$ cat src/rtl/ftlb_pkg.sv
package ftlb_pkg;

    typedef enum logic [1:0] {
        ST_IDLE,
        ST_FETCH,
        ST_WAIT,
        ST_RESP
    } xl_state_e;

    // register byte offsets; software depends on these positions
    localparam logic [5:0] RA_VERSION = 6'h00;
    localparam logic [5:0] RA_CONFIG  = 6'h04;
    localparam logic [5:0] RA_FLUSH   = 6'h08;
    localparam logic [5:0] RA_FSTAT   = 6'h0C;
    localparam logic [5:0] RA_TBASE   = 6'h10;
    localparam logic [5:0] RA_DFLT_RD = 6'h14;
    localparam logic [5:0] RA_DFLT_WR = 6'h18;
    localparam logic [5:0] RA_WIN_LO  = 6'h1C;
    localparam logic [5:0] RA_WIN_SPN = 6'h20;

    // control bit positions
    localparam int CB_EN   = 0;
    localparam int CB_GATE = 1;
    localparam int CB_BYP  = 4;

    localparam logic [7:0] LAYOUT_ID = 8'd1;

endpackage

$ cat src/rtl/ftlb_regs.sv
module ftlb_regs
    import ftlb_pkg::*;
#(
    parameter int PG_W = 20
) (
    input  logic            clk,
    input  logic            rst_n,
    input  logic            we,
    input  logic [5:0]      addr,
    input  logic [31:0]     wdata,
    output logic [31:0]     rdata,
    input  logic            fault_set,
    input  logic [PG_W-1:0] fault_vpn,
    input  logic            fault_wr,
    output logic            xl_en,
    output logic            xl_byp,
    output logic            flush,
    output logic [PG_W-1:0] tbase,
    output logic [PG_W-1:0] dflt_rd,
    output logic [PG_W-1:0] dflt_wr,
    output logic [PG_W-1:0] win_lo,
    output logic [PG_W-1:0] win_span
);

    typedef struct packed {
        logic            en;
        logic            gate;
        logic            byp;
        logic [PG_W-1:0] tbase;
        logic [PG_W-1:0] dflt_rd;
        logic [PG_W-1:0] dflt_wr;
        logic [PG_W-1:0] win_lo;
        logic [PG_W-1:0] win_span;
        logic            fs_v;
        logic            fs_w;
        logic [PG_W-1:0] fs_vpn;
    } regs_t;

    regs_t r_q, r_d;
    logic  unused_bits;

    assign unused_bits = ^wdata;

    always_comb begin
        r_d = r_q;
        if (we) begin
            case (addr)
                RA_CONFIG: begin
                    r_d.en   = wdata[CB_EN];
                    r_d.gate = wdata[CB_GATE];
                    r_d.byp  = wdata[CB_BYP];
                end
                RA_FSTAT: begin
                    if (wdata[31]) begin
                        r_d.fs_v   = 1'b0;
                        r_d.fs_w   = 1'b0;
                        r_d.fs_vpn = '0;
                    end
                end
                RA_TBASE:   r_d.tbase    = wdata[PG_W-1:0];
                RA_DFLT_RD: r_d.dflt_rd  = wdata[PG_W-1:0];
                RA_DFLT_WR: r_d.dflt_wr  = wdata[PG_W-1:0];
                RA_WIN_LO:  r_d.win_lo   = wdata[PG_W-1:0];
                RA_WIN_SPN: r_d.win_span = wdata[PG_W-1:0];
                default: ;
            endcase
        end
        if (fault_set && !r_d.fs_v) begin
            r_d.fs_v   = 1'b1;
            r_d.fs_w   = fault_wr;
            r_d.fs_vpn = fault_vpn;
        end
    end

    always_ff @(posedge clk) begin
        if (!rst_n) r_q <= '0;
        else        r_q <= r_d;
    end

    always_comb begin
        rdata = '0;
        case (addr)
            RA_VERSION: rdata = 32'(LAYOUT_ID) << 8;
            RA_CONFIG:  rdata = {27'd0, r_q.byp, 2'b00, r_q.gate, r_q.en};
            RA_FSTAT: begin
                rdata     = 32'(r_q.fs_vpn);
                rdata[31] = r_q.fs_v;
                rdata[30] = r_q.fs_w;
            end
            RA_TBASE:   rdata = 32'(r_q.tbase);
            RA_DFLT_RD: rdata = 32'(r_q.dflt_rd);
            RA_DFLT_WR: rdata = 32'(r_q.dflt_wr);
            RA_WIN_LO:  rdata = 32'(r_q.win_lo);
            RA_WIN_SPN: rdata = 32'(r_q.win_span);
            default:    rdata = '0;
        endcase
    end

    assign flush    = we && (addr == RA_FLUSH);
    assign xl_en    = r_q.en;
    assign xl_byp   = r_q.byp;
    assign tbase    = r_q.tbase;
    assign dflt_rd  = r_q.dflt_rd;
    assign dflt_wr  = r_q.dflt_wr;
    assign win_lo   = r_q.win_lo;
    assign win_span = r_q.win_span;


    fstat_sticky_chk: assert property (@(posedge clk) disable iff (!rst_n)
        (r_q.fs_v && !(we && addr == RA_FSTAT && wdata[31])) |=> (r_q.fs_v && $stable(r_q.fs_vpn)));

endmodule

$ cat src/rtl/ftlb_cache.sv
module ftlb_cache #(
    parameter int N     = 4,
    parameter int TAG_W = 20,
    parameter int DAT_W = 20
) (
    input  logic             clk,
    input  logic             rst_n,
    input  logic             flush,
    input  logic [TAG_W-1:0] look_tag,
    output logic             hit,
    output logic [DAT_W-1:0] hit_dat,
    input  logic             fill,
    input  logic [TAG_W-1:0] fill_tag,
    input  logic [DAT_W-1:0] fill_dat
);

    localparam int PTR_W = (N > 1) ? $clog2(N) : 1;

    typedef struct packed {
        logic [N-1:0]            vld;
        logic [N-1:0][TAG_W-1:0] tag;
        logic [N-1:0][DAT_W-1:0] dat;
        logic [PTR_W-1:0]        rr;
    } cache_t;

    cache_t       c_q, c_d;
    logic [N-1:0] match;

    generate
        for (genvar g = 0; g < N; g++) begin : g_cmp
            assign match[g] = c_q.vld[g] && (c_q.tag[g] == look_tag);
        end
    endgenerate

    assign hit = |match;

    always_comb begin
        hit_dat = '0;
        for (int i = 0; i < N; i++) begin
            if (match[i]) hit_dat = hit_dat | c_q.dat[i];
        end
    end

    always_comb begin
        c_d = c_q;
        if (flush) begin
            c_d.vld = '0;
        end else if (fill) begin
            c_d.vld[c_q.rr] = 1'b1;
            c_d.tag[c_q.rr] = fill_tag;
            c_d.dat[c_q.rr] = fill_dat;
            c_d.rr = (c_q.rr == PTR_W'(N - 1)) ? '0 : c_q.rr + 1'b1;
        end
    end

    always_ff @(posedge clk) begin
        if (!rst_n) c_q <= '0;
        else        c_q <= c_d;
    end


    single_hit_chk: assert property (@(posedge clk) disable iff (!rst_n)
        $onehot0(match));


    flush_clear_chk: assert property (@(posedge clk) disable iff (!rst_n)
        flush |=> !hit);

endmodule

$ cat src/rtl/ftlb_iommu.sv
module ftlb_iommu
    import ftlb_pkg::*;
#(
    parameter int ADDR_W     = 32,
    parameter int PAGE_SHIFT = 12,
    parameter int TLB_N      = 4
) (
    input  logic              clk,
    input  logic              rst_n,
    input  logic              cfg_we,
    input  logic [5:0]        cfg_addr,
    input  logic [31:0]       cfg_wdata,
    output logic [31:0]       cfg_rdata,
    input  logic              req_valid,
    output logic              req_ready,
    input  logic [ADDR_W-1:0] req_va,
    input  logic              req_write,
    output logic              rsp_valid,
    output logic [ADDR_W-1:0] rsp_pa,
    output logic              rsp_fault,
    output logic              mem_req_valid,
    input  logic              mem_req_ready,
    output logic [ADDR_W-1:0] mem_req_addr,
    input  logic              mem_rsp_valid,
    input  logic [31:0]       mem_rsp_data
);

    localparam int PG_W = ADDR_W - PAGE_SHIFT;

    typedef struct packed {
        xl_state_e         st;
        logic [ADDR_W-1:0] va;
        logic              wr;
        logic [ADDR_W-1:0] pa;
        logic              flt;
        logic              drop;
        logic [ADDR_W-1:0] maddr;
    } xl_t;

    xl_t x_q, x_d;

    logic                  xl_en, xl_byp, flush, xl_on, accept, in_win;
    logic                  hit, fill, ent_zero, fault_set;
    logic [PG_W-1:0]       tbase, dflt_rd, dflt_wr, win_lo, win_span;
    logic [PG_W-1:0]       hit_ppn, req_vpn, rel;
    logic [PAGE_SHIFT-1:0] req_off, held_off;

    assign req_vpn  = req_va[ADDR_W-1:PAGE_SHIFT];
    assign req_off  = req_va[PAGE_SHIFT-1:0];
    assign held_off = x_q.va[PAGE_SHIFT-1:0];
    assign rel      = req_vpn - win_lo;
    assign in_win   = (req_vpn >= win_lo) && (rel <= win_span);
    assign xl_on    = xl_en && !xl_byp;
    assign accept   = req_valid && req_ready;
    assign ent_zero = (mem_rsp_data == '0);
    assign fill     = (x_q.st == ST_WAIT) && mem_rsp_valid && !ent_zero
                      && !x_q.drop && !flush;
    assign fault_set = (x_q.st == ST_RESP) && x_q.flt;

    ftlb_regs #(.PG_W(PG_W)) u_regs (
        .clk       (clk),
        .rst_n     (rst_n),
        .we        (cfg_we),
        .addr      (cfg_addr),
        .wdata     (cfg_wdata),
        .rdata     (cfg_rdata),
        .fault_set (fault_set),
        .fault_vpn (x_q.va[ADDR_W-1:PAGE_SHIFT]),
        .fault_wr  (x_q.wr),
        .xl_en     (xl_en),
        .xl_byp    (xl_byp),
        .flush     (flush),
        .tbase     (tbase),
        .dflt_rd   (dflt_rd),
        .dflt_wr   (dflt_wr),
        .win_lo    (win_lo),
        .win_span  (win_span)
    );

    ftlb_cache #(.N(TLB_N), .TAG_W(PG_W), .DAT_W(PG_W)) u_cache (
        .clk      (clk),
        .rst_n    (rst_n),
        .flush    (flush),
        .look_tag (req_vpn),
        .hit      (hit),
        .hit_dat  (hit_ppn),
        .fill     (fill),
        .fill_tag (x_q.va[ADDR_W-1:PAGE_SHIFT]),
        .fill_dat (mem_rsp_data[PG_W-1:0])
    );

    always_comb begin
        x_d = x_q;
        if (flush && (x_q.st == ST_FETCH || x_q.st == ST_WAIT)) x_d.drop = 1'b1;
        case (x_q.st)
            ST_IDLE: begin
                if (req_valid) begin
                    x_d.va    = req_va;
                    x_d.wr    = req_write;
                    x_d.flt   = 1'b0;
                    x_d.drop  = 1'b0;
                    x_d.maddr = {tbase, {PAGE_SHIFT{1'b0}}} + (ADDR_W'(rel) << 2);
                    x_d.st    = ST_RESP;
                    if (!xl_on) begin
                        x_d.pa = req_va;
                    end else if (!in_win) begin
                        x_d.pa  = {req_write ? dflt_wr : dflt_rd, req_off};
                        x_d.flt = 1'b1;
                    end else if (hit) begin
                        x_d.pa = {hit_ppn, req_off};
                    end else begin
                        x_d.st = ST_FETCH;
                    end
                end
            end
            ST_FETCH: begin
                if (mem_req_ready) x_d.st = ST_WAIT;
            end
            ST_WAIT: begin
                if (mem_rsp_valid) begin
                    x_d.st = ST_RESP;
                    if (ent_zero) begin
                        x_d.flt = 1'b1;
                        x_d.pa  = {x_q.wr ? dflt_wr : dflt_rd, held_off};
                    end else begin
                        x_d.pa = {mem_rsp_data[PG_W-1:0], held_off};
                    end
                end
            end
            ST_RESP: x_d.st = ST_IDLE;
            default: x_d.st = ST_IDLE;
        endcase
    end

    always_ff @(posedge clk) begin
        if (!rst_n) x_q <= '0;
        else        x_q <= x_d;
    end

    assign req_ready     = (x_q.st == ST_IDLE);
    assign rsp_valid     = (x_q.st == ST_RESP);
    assign rsp_pa        = x_q.pa;
    assign rsp_fault     = x_q.flt;
    assign mem_req_valid = (x_q.st == ST_FETCH);
    assign mem_req_addr  = x_q.maddr;


    passthru_chk: assert property (@(posedge clk) disable iff (!rst_n)
        (accept && !xl_on) |=> (rsp_valid && !rsp_fault && rsp_pa == $past(req_va)));


    window_fault_chk: assert property (@(posedge clk) disable iff (!rst_n)
        (accept && xl_on && !in_win) |=> (rsp_valid && rsp_fault && !mem_req_valid));


    hit_latency_chk: assert property (@(posedge clk) disable iff (!rst_n)
        (accept && xl_on && in_win && hit) |=> (rsp_valid && !rsp_fault));


    fetch_hold_chk: assert property (@(posedge clk) disable iff (!rst_n)
        (mem_req_valid && !mem_req_ready) |=> (mem_req_valid && $stable(mem_req_addr)));


    one_outstanding_chk: assert property (@(posedge clk) disable iff (!rst_n)
        accept |=> !req_ready);

endmodule

$ cat config.mk
export PLATFORM = sky130hd
export DESIGN_NAME = ftlb_iommu
export DESIGN_NICKNAME = d
export VERILOG_FILES = /design/src/rtl/ftlb_pkg.sv /design/src/rtl/ftlb_regs.sv /design/src/rtl/ftlb_cache.sv /design/src/rtl/ftlb_iommu.sv
export SDC_FILE = /design/constraint.sdc
export NUM_CORES = 1
export LEC_CHECK = 0
export ABC_AREA = 1
export BUFFER_PORTS_ARGS = -buffer_cell sky130_fd_sc_hd__buf_2
export CAP_MARGIN = 5
export CORE_MARGIN = 5
export CORE_UTILIZATION = 40
export DETAILED_ROUTE_END_ITERATION = 16
export GPL_TIMING_DRIVEN = 1
export PLACE_DENSITY_LB_ADDON = 0.05
export SYNTH_ARGS = -nofsm -noshare
export SYNTH_HDL_FRONTEND = slang
export SYNTH_SLANG_ARGS = --single-unit
$ cat constraint.sdc
create_clock -name clk -period 5.6 [get_ports clk]
set_input_delay 0.56 -clock clk [delete_from_list [all_inputs] [get_ports clk]]
set_output_delay 0.56 -clock clk [all_outputs]
set_load 0.05 [all_outputs]
Yosys cells after proc, flatten, opt, wreduce, memory -nomap -nowiden. Index checks and enable logic that the tools add are counted.

Register bits after elaboration: 392. Bits in latches: 0. Bits in writable memories: 0. ROM bits: 0. Bits of input ports: 109. Output and inout bits: 100. Logic and storage cells: 140. Memories kept: 0.

Add/sub/neg operators: 3. $mul: 0. Divide/modulo/power cells: 0. Order comparisons: 4. Equal/unequal tests: 21. Shift operators: 0. Mux-type cells: 36. Bitwise operators: 6. Reductions and logical operators: 42.

Operators with widths (count): 32-bit one-hot mux with 8 select lines (1); 80-bit bitwise mux (2); 20-bit 2-to-1 mux (7); 32-bit 2-to-1 mux (4); 101-bit 2-to-1 mux (1); 22-bit 2-to-1 mux (4); 20-bit equality test (4); 33-bit 2-to-1 mux (2); 33-bit one-hot mux with 2 select lines (1); 20-bit bitwise OR (3); 20-bit demux with 2-bit select (1); 32-bit by 22-bit adder with 32-bit output (1); 32-bit logical NOT (1); 6-bit by 5-bit equality test with 1-bit output, second input constant (4); 20-bit greater-or-equal comparator (1); 20-bit less-or-equal comparator (1); 20-bit subtractor (1); 2-bit AND reduction (8); 1-bit logical AND (15); 6-bit by 4-bit equality test with 1-bit output, second input constant (2); 2-bit 2-to-1 mux (6); 2-bit one-hot mux with 4 select lines (1); 4-bit AND reduction (2); 2-bit nonzero test (4); 21 further kinds (35).

Depth between registers and ports, before layout. Gate-level depths: netlist of run 1.

Depth after elaboration: 14. Mapped depth: 29. Depth with buffers taken out: 28.

Cells and area by module. From an unflattened synthesis of run 1, not the netlist that was laid out.

Cells, all modules: 3243. Area, all modules: 21937.3 um^2.

By module, submodules not included: ftlb_iommu (instances 1, cells each 1183, area each 7970.1 um^2); ftlb_cache (instances 1, cells each 1172, area each 7741.2 um^2); ftlb_regs (instances 1, cells each 888, area each 6226.0 um^2).

Worst setup path before layout of run 1. Ideal clock, no wire load.

Path type: in2reg. From: input req_va[14]. To: register x_q, in the netlist rsp_pa[12]. Setup time: 0.114 ns. Arrival time: 3.461 ns. Required time: 5.486 ns. Path slack: 2.025 ns. Cell stages on the path: 25. Path buffers: 1. Cells stage by stage: ha_1 > nand2_1 > nand3_1 > a21oi_1 > o21ai_0 > a21oi_1 > o21bai_1 > nand3_1 > nand3_1 > nand2_1 > ha_1 > nand2_1 > nor2_1 > nand2_1 > nor2_1 > nand2_1 > nand3_1 > nand2_1 > nand2_2 > inv_2 > nand3_2 > buf_2 > nand3_1 > a21oi_1 > nor2_1.

Cells in the longest elaborated chain, start to end: 14.

RTL lines: start: declaration (line ftlb_iommu.sv:16) `input logic [ADDR_W-1:0] req_va,`; parallel branches: the longest is 14 deep, another holds 20-bit subtractor; end signal: assignment (line ftlb_iommu.sv:136) `if (!rst_n) x_q <= '0;`; end signal: assignment (line ftlb_iommu.sv:137) `else x_q <= x_d;`; end: declaration (line ftlb_iommu.sv:40) `xl_t x_q, x_d;`.

Parallel ways; which one is timed is not known. The select of a mux whose other input is x is not followed. A chain may end at the register's enable or synchronous reset.

Worst setup path after layout of run 1.
From: register u_regs.r_q, in the netlist u_regs.win_lo[4]. To: register x_q, in the netlist rsp_pa[17].

Cells in the longest elaborated chain, start to end: 7.

RTL lines: start: declaration (line ftlb_regs.sv:39) `regs_t r_q, r_d;`; start signal: assignment (line ftlb_regs.sv:77) `else r_q <= r_d;`; 20-bit subtractor (line ftlb_iommu.sv:51) `assign rel = req_vpn - win_lo;`; 20-bit less-or-equal comparator (line ftlb_iommu.sv:52) `assign in_win = (req_vpn >= win_lo) && (rel <= win_span);`; 1-bit logical AND (*) (line ftlb_iommu.sv:52); 32-bit 2-to-1 mux (line ftlb_iommu.sv:106) `end else if (!in_win) begin`; 32-bit 2-to-1 mux (line ftlb_iommu.sv:104) `if (!xl_on) begin`; 101-bit 2-to-1 mux (line ftlb_iommu.sv:97) `if (req_valid) begin`; 33-bit one-hot mux with 2 select lines (line ftlb_iommu.sv:95) `case (x_q.st)`.

Mark *: on every way between the ends. The rest lies on a longest branch, timed or not. The select of a mux whose other input is x is not followed.

==> flow_summary.ini, run 1 <==
[placed_design]
dp.cells = 3572
place_ws_ps = 849
place_congestion = 0.936
dpl.hpwl_um = 58000
port_buffers = 185

[grt]
track_usage_pct = 27.2
grt-ovfl-total = 0
antenna_found_initial = 2
grt_max_degree = 109
grt_pass1_wl_um = 118000
grt_pass1_vias = 18400

[timing]
worst_slack_ps = 1160
report.final.hold_viol_count = 0
setup_violations = 0
fin_skew_ps = 18.9
fmax_mhz = 225
finalMaxSlewViolations = 0
totalNegativeSetupSlack_ps = 0
fin_crit_ps = 4440
slew_headroom_pct = 16.9
rsz0062_at_grt = no
hold_ws_ps = 189
final.period_utilization_pct = 79.3
max_slew.worst_pin.slew_ps = 1250

[cts]
cts_resized = 0
htree_num_levels = 2
postCtsHoldBufs = 0
insertion_delay_ps = 590
cts_tree = done
root_buffer = clkbuf_16
clock_path_buffers = 3
cts_sinks = 390
clk_pin_slew_ps = 50
cts_made_buffers = 45
post-cts-setup-buffers = 0

[final_layout]
antenna_cells = 0
ff_latch_area_um2 = 7810
final_common_cell = nand2_1
fin_cells = 3651
drive_gt1_share_pct = 11.6
multi_input_area_um2 = 10100
n_fill_cell = 5231
most-common-layout-cells = nand2_1, dfxtp_1, a21oi_1, o21ai_0, inv_1
syn_to_final_growth_pct = 11.4
finalNetCount = 3116

[critical_path]
r2r_start = u_regs.win_lo[4]
worst_setup_path_start_kind = flip-flop
crit_type = flip-flop to flip-flop
crit_path_max_incr_delay_ps = 430
reg2reg_depth = 26
worstPathArrival_ps = 4900
worstPathMaxFanout = 20
cp-end-kind = flip-flop
r2r_slack_ps = 1160
cp.required_ps = 6060
r2r_end = rsp_pa[17]
crit_slowest_cell = ha_1
crit_top_cell = nand2_1

[drt]
avgViaCountPerCell = 5.51
avgRoutedWirePerCell_um = 21.9
route.detailed.drc = 0
dr.pass1.iters = 5
vias = 20100
drtIter0Drc = 1813
wl_um = 79800
ant_nets = 0

[synthesis]
synthTopCellsByArea = dfxtp_1, a21oi_1, nand2_1
ys_async_sr_fraction_pct = 0
synth_edf_count = 0
synth.largest_area_cell = dfxtp_1
syn_area_per_cell_um2 = 6.98
yosysSeqAreaShare_pct = 38.3
synthCells = 2919
yosysUniqueCellTypes = 51
ys.warnings.count = 0
syn-cell-area_um2 = 20400
synth_top_area_share_pct = 38.3
ys_ff_latch = 390
synth_ff_type = dfxtp_1

[floorplanning]
dieHeight_um = 236
dieArea_um2 = 55600
die_w_um = 236
core_area_um2 = 50300
fp-row-count = 82
io_pins = 209
start_util_pct = 40.5

[hold_path]
min-delay-start = req_va[8]
hold_path_end = held_off[8]
hp-class = input pin to flip-flop
holdPathStages = 3

[power_and_ir_drop]
power.total_mw = 8.75
vdd_drop_max_uv = 332
p_leak_nw = 9.53
powerDensity_nw_per_um2 = 385

[status]
outcome = complete, no violations

[flow_run]
max_cap_viol_count = 0
-- cells in the mapped netlist (3+ instances only) --
cell type	number
o21a_1	3
xnor2_1	16
nor2_2	3
inv_2	30
ha_1	58
clkbuf_1	139
nand4_1	114
nor4_1	5
nor3_1	28
a31oi_1	6
a22oi_1	7
a21o_1	5
xor2_1	18
nand3b_1	3
o21ai_1	43
nor2_4	5
a211oi_1	3
buf_4	74
nand2_2	3
inv_1	295
buf_1	9
o21ba_2	4
a22o_1	12
dfxtp_1	390
nand3_1	90
nor2_1	266
o211ai_1	9
a221oi_1	14
nand2_1	463
o21ai_0	318
a21oi_1	360
buf_2	19
o22ai_1	54
buf_6	4
o221ai_1	19
o2111ai_1	6
-- registers in the layout, summed over array words and instances (netlist names) --
signal           cells
u_regs.r_q          23
held_off            12
rsp_pa              32
u_regs.win_span     20
u_cache.c_q        166
u_regs.win_lo       20
u_regs.xl_en         1
u_regs.tbase        20
rsp_fault            1
u_regs.xl_byp        1
mem_req_addr        30
x_q                 24
u_regs.dflt_rd      20
u_regs.dflt_wr      20
-- area by class of cell --
type | count | share of cell area (%)
multi-input cells | 1966 | 44.7
repair buffers | 217 | 5.23
inverters | 327 | 5.40
flip-flops and latches | 390 | 34.4
clock buffers | 70 | 6.13
well taps | 672 | 3.70
clock inverters | 9 | 0.485
-- worst max-delay path by stage --
| stage | from | endpoint | slack [ps] | depth (start not counted) |
|---|---|---|---|---|
| 3_3_place_gp | req_va[12] | rsp_pa[20] | 870 | 26 |
| 2_1_floorplan | req_va[14] | rsp_pa[12] | 2020 | 25 |
| 5_1_grt | u_regs.win_lo[4] | rsp_pa[16] | 770 | 26 |
| 6_report | u_regs.win_lo[4] | rsp_pa[17] | 1160 | 26 |
| 3_5_place_dp | req_va[14] | rsp_pa[17] | 850 | 26 |
| 4_1_cts | u_regs.win_lo[4] | rsp_pa[17] | 1160 | 26 |
-- cell families after synthesis --
kind of cell / Yosys count / synth area share [%]
buffers and inverters: 574 / 12.2
DFF: 390 / 38.3
adders and majority gates: 60 / 3.76
AOI/OAI and AO/OA: 867 / 23.1
muxes: 1 / 0.0491
other: 1 / 0.0184
xor gates and xnor gates: 34 / 1.46
and+or+nand+nor: 992 / 21.1
-- through the flow --
| stage | util (%) | instance area, µm² |
|---|---|---|
| CTS | 45.2 | 22700 |
| detailed placement | 42.2 | 21200 |
| global route | 45.2 | 22700 |
| global placement | 42.2 | 21200 |
| finish | 45.2 | 22700 |
| floorplan | - | 20400 |
-- worst max-delay path: cells and delay by family (launching register included) --
kind,cells,cell delay [ps]
AOI/OAI and AO/OA,5,1110
adders and majority gates,2,740
buffers and inverters,4,560
DFF,1,360
and+or+nand+nor,15,1550
-- power by group --
group	internal, mW	switching (mW)
clock network	1.79	1.23
logic	0.619	1.84
registers	3.08	0.188
total	5.49	3.26
-- layer usage --
layer	wire, µm	vias up	share of wire, %	global-route usage [%]
met3	5160	124	6.5	3.48
met5	13	-	0.016	0
met1	35500	9485	44	37.7
met2	36100	744	45	44.0
met4	2980	2	3.7	9.50
li1	-	9779	-	-
No activity file was read; power rests on OpenSTA's default activity.
==> run 2, diff against run 1 <==
- clock period: 5.6 -> 4.2 ns (I/O delays scaled with it)
==> flow_summary.ini, run 2 (same netlist as run 1, synthesis figures left out) <==
[status]
outcome = complete, no violations

[cts]
htree_num_levels = 2
cts_sinks = 390
clock_path_buffers = 3
root_buffer = clkbuf_16
clk_pin_slew_ps = 60
insertion_delay_ps = 580
cts_made_buffers = 45
cts_tree = done

[final_layout]
multi_input_area_um2 = 10200
syn_to_final_growth_pct = 15.3
final_core_util_pct = 46.7
fin_cells = 3748
most-common-layout-cells = nand2_1, dfxtp_1, a21oi_1, o21ai_0, inv_1
ff_latch_area_um2 = 7810
largest-register = u_cache.c_q
final_common_cell = nand2_1
finalNetCount = 3209
largest_register_ffs = 166
drive_gt1_share_pct = 14.5
n_fill_cell = 5261

[drt]
route.detailed.drc = 0
vias = 20500
drtIter0Drc = 1907
ant_nets = 0
avgRoutedWirePerCell_um = 21.7
wl_um = 81200
dr.pass1.iters = 6
avgViaCountPerCell = 5.47

[power_and_ir_drop]
pwr-share-seq_pct = 36.6
combPwrFrac_pct = 29.5
p_leak_nw = 10.0
power.switching_mw = 4.43
powerDensity_nw_per_um2 = 505
vdd_drop_max_uv = 303
intPower_mw = 7.44
clkPwrFrac_pct = 33.9
netSwitchingFraction_pct = 37.3
power.total_mw = 11.9

[timing]
report.final.hold_viol_count = 0
setup_violations = 0
max_slew.worst_pin.slew_ps = 1220
final.period_utilization_pct = 94.7
finalMaxSlewViolations = 0
totalNegativeSetupSlack_ps = 0
fin_skew_ps = 25.1
fin_crit_ps = 3980
slew_headroom_pct = 18.9
fmax_mhz = 251

[floorplanning]
fp-row-count = 82
dieHeight_um = 236
dieArea_um2 = 55600
die_w_um = 236
start_util_pct = 40.5
io_pins = 209
core_area_um2 = 50300

[critical_path]
worst_setup_path_start_kind = flip-flop
cp-end-kind = flip-flop
crit_type = flip-flop to flip-flop
worstPathArrival_ps = 4440
cp.required_ps = 4660
worstPathMaxFanout = 7

[grt]
grt_pass1_wl_um = 120000
grt_max_degree = 164
grt_pass1_vias = 19000
antenna_found_initial = 1
grt-ovfl-total = 0
track_usage_pct = 27.7

[flow_run]
max_cap_viol_count = 0

[placed_design]
dpl.hpwl_um = 59500
place_congestion = 0.957
port_buffers = 185
dp.cells = 3664

[hold_path]
hp-class = input pin to flip-flop
[run 2: cell type report]
| type | instances | share of cell area [%] |
|---|---|---|
| repair buffers | 310 | 8.32 |
| clock inverters | 16 | 0.713 |
| clock buffers | 66 | 5.61 |
| well taps | 672 | 3.58 |
| inverters | 327 | 5.22 |
| multi-input cells | 1966 | 43.3 |
| flip-flops and latches | 390 | 33.2 |
| diodes | 1 | 0.0106 |
[run 2: timing repair]
item                       in CTS  in global routing
setup endpoints to repair       0                 40
setup buffers                   0                  1
hold buffers                    0                  0
gates resized for setup         0                 16
[run 2: power groups by stage]
stage / clock, mW / combinational [mW] / sequential, mW
after detailed placement: 0 / 3.45 / 4.42
after global routing: 4.22 / 3.79 / 4.39
after floorplan: 0 / 2.71 / 4.35
after CTS: 4.07 / 3.46 / 4.35
after global placement: 0 / 3.43 / 4.40
final: 4.02 / 3.50 / 4.35
[run 2: worst paths after layout]
path	startpoint	endpoint	slack, ps	cells past startpoint
setup reg to reg	u_regs.win_lo[4]	rsp_pa[31]	220	24
hold reg to reg	mem_req_addr[9]	mem_req_addr[9]	470	2
setup / recovery	u_regs.win_lo[4]	rsp_pa[31]	220	24
hold / removal	req_va[8]	held_off[8]	60	3
[run 2: metrics by stage]
step                      setup WS [ps]  hold WS [ps]  instance area, µm²
after CTS                          62.6          39.2               23400
after detailed placement          -19.7           462               22000
final                               222          61.3               23500
after global placement            -33.4           458               22000
after global routing              -12.9          53.9               23500
after floorplan                     765           445               20400
[run 2: per-layer routing]
| metal | routed length, µm | vias up | GRT usage [%] |
|---|---|---|---|
| li1 | - | 9994 | - |
| met1 | 36500 | 9662 | 38.9 |
| met2 | 36900 | 740 | 44.4 |
| met3 | 5150 | 121 | 3.48 |
| met4 | 2660 | 0 | 9.13 |
| met5 | 0 | - | 0 |
[run 2: critical path, stage by stage, from the launching register on]
cell and delay (ps):
dfxtp_1 370, inv_2 90, ha_1 310, a21o_1 210
o21ai_0 170, o211ai_1 140, nand2_1 90, nand3_1 130
nand2_1 90, nand2_1 80, xnor2_2 140, inv_1 90
ha_1 310, nand2_1 70, nor2_2 120, nand2_1 90
nor2_2 130, nand3_1 80, nand2_1 140, nand2_4 110
buf_4 180, a21oi_1 320, nand2_1 90, a21oi_1 230
nor2_1 70
==> run 3, diff against run 2 <==
- ABC_AREA: 1 -> default
==> flow_summary.ini, run 3 <==
[status]
outcome = finished with violations
violations = negative setup slack

[synthesis]
synth_ff_type = dfxtp_1
synth.largest_area_cell = dfxtp_1
ys.warnings.count = 0
ys_ff_latch = 390
synth_edf_count = 0
synth_top_area_share_pct = 38.6
syn-cell-area_um2 = 20200
synthCells = 2658
yosys-top-cells-count = nand2_1, dfxtp_1, a21oi_1, clkbuf_1, nand4_1
ys_async_sr_fraction_pct = 0
synthTopCellsByArea = dfxtp_1, nand2_1, a21oi_1
synth_most_common_cell = nand2_1
yosysUniqueCellTypes = 67
yosysSeqAreaShare_pct = 38.6
syn_area_per_cell_um2 = 7.61

[hold_path]
min-delay-start = req_va[4]
hp-class = input pin to flip-flop

[power_and_ir_drop]
powerDensity_nw_per_um2 = 488
p_leak_nw = 9.06
power.total_mw = 11.7
vdd_drop_max_uv = 368

[critical_path]
r2r_slack_ps = -130
r2r_start = u_regs.win_lo[0]
r2r_end = rsp_pa[19]
cp-end-kind = flip-flop
worst_setup_path_start_kind = flip-flop
worstPathArrival_ps = 4820
worstPathMaxFanout = 5
reg2reg_depth = 20
cp-startpoint = u_regs.win_lo[0]
cp.required_ps = 4690
crit_type = flip-flop to flip-flop
endpoint = rsp_pa[19]

[grt]
grt_pass1_wl_um = 117000
track_usage_pct = 27.0
antenna_found_initial = 2
grt_pass1_vias = 18400
grt-ovfl-total = 0
grt_max_degree = 143

[floorplanning]
start_util_pct = 40.4
io_pins = 209
fp-row-count = 82
dieHeight_um = 235
dieArea_um2 = 55100
core_area_um2 = 50100
die_w_um = 235

[placed_design]
place_congestion = 0.907
dpl.hpwl_um = 55600
place_ws_ps = -634
port_buffers = 185
dp.cells = 3392

[drt]
avgViaCountPerCell = 5.64
dr.pass1.iters = 7
wl_um = 78900
drtIter0Drc = 1963
ant_nets = 0
route.detailed.drc = 0
vias = 19700
avgRoutedWirePerCell_um = 22.6

[final_layout]
largest_register_ffs = 166
largest-register = u_cache.c_q
fin_cells = 3493
most-common-layout-cells = nand2_1, dfxtp_1, a21oi_1, buf_2, buf_4
final_common_cell = nand2_1
final_core_util_pct = 47.8
finalNetCount = 2952
drive_gt1_share_pct = 18.5
syn_to_final_growth_pct = 18.4

[timing]
totalNegativeSetupSlack_ps = -3800
final.period_utilization_pct = 103
finalMaxSlewViolations = 0
max_slew.worst_pin.slew_ps = 1290
worst_slack_ps = -135
fin_skew_ps = 25.6
slew_headroom_pct = 14.1
fin_crit_ps = 4330
setup_violations = 32
report.final.hold_viol_count = 0
fmax_mhz = 231
rsz0062_at_grt = yes

[cts]
clk_pin_slew_ps = 60
insertion_delay_ps = 600
cts_sinks = 390
postCtsHoldBufs = 0
htree_num_levels = 2
cts_made_buffers = 46
clock_path_buffers = 3
root_buffer = clkbuf_16
cts_tree = done

[flow_run]
max_cap_viol_count = 0
-- run 3: changes by cell type after synthesis, sizes merged, moves of 22 or more --
cell,previous run,this run
nand2,468,750
o21ai,361,57
nor4,5,27
nand3,94,47
inv,325,57
a21o,5,29
mux2i,1,45
nor2,274,65
xor2,18,89
clkbuf,141,168
nand4,114,92
a21oi,360,385
a222oi,0,36
-- run 3: per-layer routing --
layer  track usage, %  share of wire, %
met3             3.95               7.2
met2             42.1                44
met5                0             0.016
met4             6.37               2.2
met1             39.5                46
-- run 3: power by group --
| part | switching [mW] | internal, mW |
|---|---|---|
| combinational | 2.20 | 0.979 |
| sequential | 0.334 | 4.02 |
| clock | 1.68 | 2.47 |
-- run 3: worst max-delay path, cell delays in order, from the launching register on --
cell	delay, ps
dfxtp_2	400
ha_4	170
inv_1	50
fa_2	350
nand3_2	100
nand2_2	80
a21oi_4	210
o21ai_4	90
a21oi_2	170
o21bai_1	80
a21oi_1	160
xnor2_1	170
ha_1	310
a21oi_1	190
nand2_1	90
a221oi_2	300
a22oi_2	160
or4b_4	680
buf_12	200
a21o_1	150
o311a_1	120
-- run 3: area by class of cell --
cell class / count / area [µm²]
Fill cell: 5076 / 26100
Multi-Input combinational cell: 1932 / 11100
Sequential cell: 390 / 7820
Timing Repair Buffer: 356 / 2340
Clock buffer: 76 / 1490
Tap cell: 672 / 841
Inverter: 57 / 221
Clock inverter: 9 / 88.8
Antenna cell: 1 / 2.50
-- run 3: worst min path at each step --
stage | endpoint | slack (ps) | cells after the start
2_1_floorplan | mem_req_addr[15] | 430 | 2
3_3_place_gp | mem_req_addr[16] | 440 | 2
3_5_place_dp | mem_req_addr[16] | 450 | 2
4_1_cts | held_off[4] | 50 | 3
5_1_grt | held_off[10] | 80 | 3
6_report | held_off[4] | 80 | 3
-- run 3: stage by stage --
stage	area (µm²)	hold WS [ps]
floorplan	20300	432
global placement	21900	439
detailed placement	21900	445
CTS	23700	51.7
global route	23900	81.1
finish	23900	83.7
-- run 3: repair_timing --
action | CTS | global route
gates resized for setup | 33 | 35
endpoints found under the setup margin | 40 | 43
setup buffers | 6 | 6
pin swaps | 20 | 14
gates cloned | 2 | 3
-- run 3: kinds of logic (layout without fill, tap and decap cells) --
| kind of cell | Yosys count | after routing | synth area share, % |
|---|---|---|---|
| buffers and inverters | 347 | 498 | 8.32 |
| AND/OR/NAND/NOR | 1047 | 1047 | 22.2 |
| multiplexers | 65 | 65 | 3.34 |
| XOR/XNOR | 111 | 111 | 4.81 |
| AO/OA/AOI/OAI | 637 | 637 | 18.9 |
| adder cells (fa/ha/maj) | 60 | 60 | 3.79 |
| other | 1 | 13 | 0.0185 |
| flip-flops | 390 | 390 | 38.6 |
